File: src/rtl/irqn_pkg.sv
package irqn_pkg;
    typedef enum logic [2:0] {
        ST_IDLE,
        ST_REQ,
        ST_WAIT,
        ST_XFER,
        ST_RET
    } neg_state_e;
endpackage

File: src/rtl/irqn_prio_enc.sv
module irqn_prio_enc #(
    parameter int LEVELS = 64,
    localparam int IDX_W = $clog2(LEVELS)
) (
    input  logic [LEVELS-1:0] mask,
    output logic              vld,
    output logic [IDX_W-1:0]  idx
);
    // upper index wins: the last set bit seen in the ascending scan is kept
    always_comb begin
        vld = 1'b0;
        idx = '0;
        for (int i = 0; i < LEVELS; i++) begin
            if (mask[i]) begin
                vld = 1'b1;
                idx = IDX_W'(i);
            end
        end
    end
endmodule

File: src/rtl/irqn_bcast_snoop.sv
module irqn_bcast_snoop #(
    parameter int LEVELS = 64,
    parameter int TBL_W  = 4
) (
    input  logic              clk,
    input  logic              rst_n,
    input  logic [TBL_W-1:0]  my_table,
    input  logic              bc_valid,
    input  logic [TBL_W-1:0]  bc_table,
    input  logic [LEVELS-1:0] bc_mask,
    input  logic              consume,
    output logic [LEVELS-1:0] mask_q,
    output logic              pend_q
);
    logic [LEVELS-1:0] mask_d;
    logic              pend_d;
    logic              hit;

    assign hit = bc_valid && (bc_table == my_table);

    always_comb begin
        mask_d = mask_q;
        pend_d = pend_q;
        if (hit) begin
            mask_d = bc_mask;
            pend_d = 1'b1;
        end else if (consume) begin
            pend_d = 1'b0;
        end
    end

    always_ff @(posedge clk) begin
        if (!rst_n) begin
            mask_q <= '0;
            pend_q <= 1'b0;
        end else begin
            mask_q <= mask_d;
            pend_q <= pend_d;
        end
    end


    latest_bcast_kept_chk: assert property (@(posedge clk) disable iff (!rst_n)
        hit |=> (pend_q && mask_q == $past(bc_mask)));
endmodule

File: src/rtl/irq_negotiator.sv
module irq_negotiator
    import irqn_pkg::*;
#(
    parameter int LEVELS = 64,
    parameter int TBL_W  = 4,
    parameter int VEC_W  = 12,
    localparam int PRIO_W = $clog2(LEVELS)
) (
    input  logic              clk,
    input  logic              rst_n,
    input  logic [TBL_W-1:0]  my_table,
    input  logic              bc_valid,
    input  logic [TBL_W-1:0]  bc_table,
    input  logic [LEVELS-1:0] bc_mask,
    input  logic [PRIO_W-1:0] core_prio,
    output logic              req_valid,
    input  logic              req_ready,
    input  logic              rsp_valid,
    input  logic              rsp_empty,
    input  logic [PRIO_W-1:0] rsp_prio,
    input  logic [VEC_W-1:0]  rsp_vector,
    output logic              xfer_valid,
    output logic              ret_valid,
    input  logic              ret_ready,
    output logic [PRIO_W-1:0] ent_prio,
    output logic [VEC_W-1:0]  ent_vector
);
    typedef struct packed {
        neg_state_e        st;
        logic [PRIO_W-1:0] prio;
        logic [VEC_W-1:0]  vec;
    } neg_regs_t;

    neg_regs_t         r_d, r_q;
    logic [LEVELS-1:0] held_mask;
    logic              held_pend;
    logic              consume;
    logic              top_vld;
    logic [PRIO_W-1:0] top_lvl;

    irqn_bcast_snoop #(.LEVELS(LEVELS), .TBL_W(TBL_W)) u_snoop (
        .clk      (clk),
        .rst_n    (rst_n),
        .my_table (my_table),
        .bc_valid (bc_valid),
        .bc_table (bc_table),
        .bc_mask  (bc_mask),
        .consume  (consume),
        .mask_q   (held_mask),
        .pend_q   (held_pend)
    );

    irqn_prio_enc #(.LEVELS(LEVELS)) u_enc (
        .mask (held_mask),
        .vld  (top_vld),
        .idx  (top_lvl)
    );

    always_comb begin
        r_d     = r_q;
        consume = 1'b0;
        case (r_q.st)
            ST_IDLE: begin
                if (held_pend) begin
                    consume = 1'b1;
                    if (top_vld && (top_lvl > core_prio)) r_d.st = ST_REQ;
                end
            end
            ST_REQ: begin
                if (req_ready) r_d.st = ST_WAIT;
            end
            ST_WAIT: begin
                if (rsp_valid) begin
                    if (rsp_empty) begin
                        r_d.st = ST_IDLE;
                    end else begin
                        r_d.prio = rsp_prio;
                        r_d.vec  = rsp_vector;
                        r_d.st   = (rsp_prio > core_prio) ? ST_XFER : ST_RET;
                    end
                end
            end
            ST_XFER: r_d.st = ST_IDLE;
            ST_RET: begin
                if (ret_ready) r_d.st = ST_IDLE;
            end
            default: r_d.st = ST_IDLE;
        endcase
    end

    always_ff @(posedge clk) begin
        if (!rst_n) r_q <= '{st: ST_IDLE, default: '0};
        else        r_q <= r_d;
    end

    assign req_valid  = (r_q.st == ST_REQ);
    assign xfer_valid = (r_q.st == ST_XFER);
    assign ret_valid  = (r_q.st == ST_RET);
    assign ent_prio   = r_q.prio;
    assign ent_vector = r_q.vec;


    single_output_chk: assert property (@(posedge clk) disable iff (!rst_n)
        $onehot0({req_valid, xfer_valid, ret_valid}));


    req_held_chk: assert property (@(posedge clk) disable iff (!rst_n)
        (req_valid && !req_ready) |=> req_valid);


    xfer_pulse_chk: assert property (@(posedge clk) disable iff (!rst_n)
        xfer_valid |=> !xfer_valid);


    xfer_above_core_chk: assert property (@(posedge clk) disable iff (!rst_n)
        xfer_valid |-> (ent_prio > $past(core_prio)));


    ret_not_above_chk: assert property (@(posedge clk) disable iff (!rst_n)
        $rose(ret_valid) |-> (ent_prio <= $past(core_prio)));


    ret_hold_chk: assert property (@(posedge clk) disable iff (!rst_n)
        (ret_valid && !ret_ready) |=> (ret_valid && $stable(ent_prio) && $stable(ent_vector)));
endmodule

File: config.mk
export PLATFORM = sky130hd
export DESIGN_NAME = irq_negotiator
export DESIGN_NICKNAME = d
export VERILOG_FILES = /design/src/rtl/irqn_pkg.sv /design/src/rtl/irqn_prio_enc.sv /design/src/rtl/irqn_bcast_snoop.sv /design/src/rtl/irq_negotiator.sv
export SDC_FILE = /design/constraint.sdc
export NUM_CORES = 1
export LEC_CHECK = 0
export CAP_MARGIN = 15
export CORE_ASPECT_RATIO = 0.8
export CORE_UTILIZATION = 40
export CTS_BUF_LIST = sky130_fd_sc_hd__clkbuf_4 sky130_fd_sc_hd__clkbuf_8
export DETAILED_ROUTE_END_ITERATION = 10
export GPL_TIMING_DRIVEN = 0
export PLACE_DENSITY = 0.83
export RECOVER_POWER = 25
export SKIP_CTS_REPAIR_TIMING = 1
export SYNTH_ARGS = -nofsm -noshare
export SYNTH_HDL_FRONTEND = slang
export SYNTH_SLANG_ARGS = --single-unit
File: constraint.sdc
create_clock -name clk -period 3.2 [get_ports clk]
set_clock_uncertainty 0.15 [all_clocks]
set_input_delay 0.32 -clock clk [delete_from_list [all_inputs] [get_ports clk]]
set_output_delay 0.32 -clock clk [all_outputs]
set_load 0.005 [all_outputs]
; ---- Word-level counts from Yosys, hierarchy flattened
; Index checks and enable logic that the tools add are counted.
[word_totals]
regBits = 86
output_inout_bits = 21
word_cells = 164
[op_classes]
order_cmp = 2
eq_ne = 10
n_mux = 140
bitwise = 1
reduce_logical = 6
[op_table]
columns = operator, n
row1 = two-way mux 6 bit, 32
row2 = two-way mux 5 bit, 16
row3 = two-way mux 1 bit, 69
row4 = two-way mux 4 bit, 8
row5 = two-way mux 3 bit, 10
row6 = two-way mux 21 bit, 1
row7 = two-way mux 18 bit, 1
row8 = > comparator 6 bit, 2
row9 = case mux 3 bit (4 select lines), 1
row10 = "equality test 3 x 2 -> 1 bit, second input constant", 2
row11 = "inequality test 2 x 1 -> 1 bit, second input constant", 3
row12 = AND reduction 5 bit, 1
row13 = equality test 4 bit, 1
row14 = two-way mux 2 bit, 2
row15 = "inequality test 2 bit, second input constant", 2
row16 = "equality test 3 x 1 -> 1 bit, second input constant", 1
row17 = "equality test 3 bit, second input constant", 1
row18 = logical NOT 3 bit, 1
row19 = AND reduction 3 bit, 1
row20 = logical AND 1 bit, 2
row21 = nonzero test 2 bit, 1
row22 = NOT 1 bit, 1

; ---- Longest topological paths before layout
[logic_depth]
word_depth = 68
depth_mapped = 13

; ---- By module
; Synthesis repeated with hierarchy kept, for this count alone.
[hier_totals]
hier_cells = 591
area_unflattened_um2 = 4793.3
[modules_own_cells]
columns = module, n_inst, cells_per_inst, area_each_um2, seq_area_each_um2
row1 = irqn_bcast_snoop, 1, 289, 2666.3, 1301.2
row2 = irq_negotiator, 1, 159, 1300.0, 420.4
row3 = irqn_prio_enc, 1, 143, 827.0, 0.0

; ---- Least setup slack after synthesis
; OpenSTA, ideal clock, no wires.
[synth_timing]
path_type = reg2reg
start = reg u_snoop.mask_q[8]
end = reg r_q[18] (netlist bit)
setup_time_ns = 0.118
arrival_ns = 2.753
required_ns = 2.932
setup_slack_ns = 0.179
stages_incl_launch_ff = 13
n_path_buf = 0
cell_sequence = dfxtp_1 or4_1 nor4b_1 nor2_1 o21ai_1 nand3_1 a211o_1 ha_1 nand2_1 a21oi_1 a2111oi_0 o311ai_1 o2111a_1
[synth_via]
elab_chain_cells = 60
elab_cells_between_ends = 116
classes_between = 1 x order compare / 1 x eq/ne / 112 x mux / 2 x reduce/logical
[synth_rtl]
columns = item, line_no
row1 = start: declaration, irqn_bcast_snoop.sv:12  ; output logic [LEVELS-1:0] mask_q,
row2 = start signal: assignment, irqn_bcast_snoop.sv:37  ; mask_q <= mask_d;
row3 = two-way mux 4 bit (8 in a row), irqn_prio_enc.sv:14  ; if (mask[i]) begin
row4 = two-way mux 5 bit (16 in a row), irqn_prio_enc.sv:14
row5 = two-way mux 6 bit (32 in a row), irqn_prio_enc.sv:14
row6 = > comparator 6 bit, irq_negotiator.sv:66  ; if (top_vld && (top_lvl > core_prio)) r_d.st = ST_REQ;
row7 = logical AND 1 bit (*), irq_negotiator.sv:66
row8 = inequality test 2 bit (no line) (*), --
row9 = AND reduction 5 bit (no line) (*), --
row10 = end signal: assignment, irq_negotiator.sv:93  ; else r_q <= r_d;
row11 = end: declaration, irq_negotiator.sv:34  ; neg_regs_t r_d, r_q;
; Every way passes the cells marked *; elsewhere a longest branch is shown, timed or not.
; A chain may end at the register's enable or synchronous reset.

; ---- Worst setup path in the final report
[layout_timing]
start = reg u_snoop.mask_q[10]
end = reg r_q[18] (netlist bit)
[layout_via]
elab_chain_cells = 58
elab_cells_between_ends = 112
classes_between = 1 x order compare / 1 x eq/ne / 108 x mux / 2 x reduce/logical
[layout_rtl]
columns = item, line_no
row1 = two-way mux 4 bit (6 in a row), irqn_prio_enc.sv:14
row2 = two-way mux 5 bit (16 in a row), irqn_prio_enc.sv:14
row3 = two-way mux 6 bit (32 in a row), irqn_prio_enc.sv:14
row4 = > comparator 6 bit, irq_negotiator.sv:66
row5 = logical AND 1 bit (*), irq_negotiator.sv:66
row6 = inequality test 2 bit (no line) (*), --
row7 = AND reduction 5 bit (no line) (*), --
; Marks and branches as above.

==> reports/qor.yml <==
sta:
  min_period_ps: 3140
  setup_viol: 0
  fmax_mhz: 318
  slew_viol_final: 0
  rsz0062_at_grt: "true"
  tns_ps: 0
  worst_slew_pin_slew_ps: 1120
  slew_headroom: 0.246
  hold_viol_final: 0
  period_share: 0.983
  worst_slack_ps: 55.0
status:
  status: "complete, but fails checks"
  violations: "DRC"
clocking:
  cts_inserted_buffers: 9
  insertion_delay_ps: 350
  cts_sinks: 86
  path_clk_slew_ps: 90
  cts_tree: "yes"
  htree_levels: 3
  cts-root-buf: "clkbuf_8"
  clock_path_buffers: 2
synth:
  ys_types: 51
  yosys-top-cells-count: "nand2_1, dfxtp_1, a21boi_0"
  synth_area_leader_cell: "dfxtp_1"
  ys_ff_latch: 86
  synth_edf_count: 0
  yosys_most_used_dff: "dfxtp_1"
  netlist_area_sq_um: 4480
  yosys_warnings: 0
  synth_fp_nets: 695
  syn_avg_cell_area_sq_um: 7.72
  yosysSeqAreaShare: 0.384
  synth_area_leaders: "dfxtp_1, nand2_1, a21boi_0"
  yosys.area.top_type_share: 0.384
  syn_inst: 580
  synth_most_common_cell: "nand2_1"
  ys_async_sr_fraction: 0
placement:
  gp_congestion: 0.845
  placed_cell_area_sq_um: 5880
  place_hpwl_mm: 9.40
  pre_cts_ws_ps: -236
  io_buffers: 122
worst_setup_path:
  worstPathMaxFanout: 4
  crit_arrival_ps: 3290
  endpoint_kind: "register"
  cp.required_ps: 3340
  path_class: "reg -> reg"
  start_kind: "register"
floorplan:
  die_h_um: 96.7
  io_pins: 124
  die_area_sq_um: 11600
  row_count: 34
  initial_utilization: 0.411
  die_w_um: 120
  core_area_sq_um: 10900
final_layout:
  drive_gt1_frac: 0.0738
  num-nets-final: 828
  fin_area_sq_um: 6140
  area_growth_pct: 37.2
  antenna_cells: 0
  post-route-util: 0.564
routing:
  first_pass_iters: 7
  via_count: 4405
  wl_per_cell_um: 13.7
  drc: 1
  drtAntennaViolNets: 0
  viasPerCell: 5.11
  dr.first_iter.drc_count: 297
  routed_wl_mm: 11.8
grt:
  antenna_found_initial: 0
  grt_pass1_vias: 4286
  track_usage: 0.205
  grt_pass1_wl_mm: 19.4
  grt_max_degree: 15
  grt-ovfl-total: 0
run:
  maxCapViolCount: 0
power:
  p_per_area_nw_per_um2: 372
  p_leak_nw: 2.26
  vdd_drop_max_mv: 0.185
min_path:
  hold_class: "in -> reg"
==> worst paths after layout <==
check | start | to | slack (ps) | cells past startpoint
worst max-delay path | u_snoop.mask_q[10] | r_q[18] | 60 | 12
worst min-delay path | rst_n | u_snoop.mask_q[8] | 170 | 2
worst max register to register | u_snoop.mask_q[10] | r_q[18] | 60 | 12
worst min register to register | ent_vector[2] | ent_vector[2] | 310 | 2
==> cell families after synthesis <==
kind of cell | Yosys count | share of synthesized area
fa+ha+maj | 12 | 0.0335
compound gates | 147 | 0.235
buf+inv | 68 | 0.0721
simple gates | 263 | 0.267
flops | 86 | 0.384
xor+xnor | 4 | 0.00782
==> layout make-up <==
| class | count | area, sq um |
|---|---|---|
| Tap cell | 144 | 180 |
| Sequential cell | 86 | 1730 |
| Inverter | 22 | 82.6 |
| Clock inverter | 4 | 31.3 |
| Buffer | 46 | 240 |
| Multi-Input combinational cell | 426 | 2500 |
| Fill cell | 995 | 4750 |
| Timing Repair Buffer | 122 | 1220 |
| Clock buffer | 12 | 159 |
==> per-stage QoR <==
stage	cells	power [mW]	hold slack [ps]
finish	862	2.28	171
global route	862	2.38	197
floorplan	580	1.35	285
CTS	862	2.26	171
global placement	846	1.53	292
detailed placement	846	1.55	297
==> per-layer routing <==
layer | global-route usage | up-vias | part of all wire
met5 | 0 | - | 0
met4 | 0.0484 | 0 | 0.0074
met3 | 0.0442 | 12 | 0.062
met2 | 0.332 | 141 | 0.45
met1 | 0.277 | 2012 | 0.48
li1 | - | 2240 | -
==> cell usage in the layout (no fill, tap or decap), types with 14 or more instances in the layout <==
cell / instances
nand2_1: 169
clkdlybuf4s50_1: 103
dfxtp_1: 83
a21boi_0: 78
nor2_1: 30
clkbuf_1: 23
inv_1: 22
dlygate4sd3_1: 19
buf_4: 18
o21ai_0: 14
==> report_power, final <==
| group | switching [mW] | total [mW] | internal [mW] |
|---|---|---|---|
| clock network | 0.388 | 0.723 | 0.335 |
| registers | 0.0198 | 1.10 | 1.08 |
| logic | 0.196 | 0.456 | 0.260 |
==> flip-flops by register name (all words and copies together) (netlist names) <==
name,count
u_snoop.mask_q,64
ent_vector,12
ent_prio,6
r_q,3
u_snoop.pend_q,1
==> critical path, stage by stage (launching register included) <==
cell,delay [ps]
dfxtp_2,340
or4_4,560
nor4b_4,330
nor2_1,60
o21ai_1,130
nand3_1,90
a211o_1,340
ha_4,230
and4_1,190
nand3_1,80
o2111ai_1,110
o311ai_1,280
o2111a_1,210
Note: power is estimated with default switching activity, not from simulation.
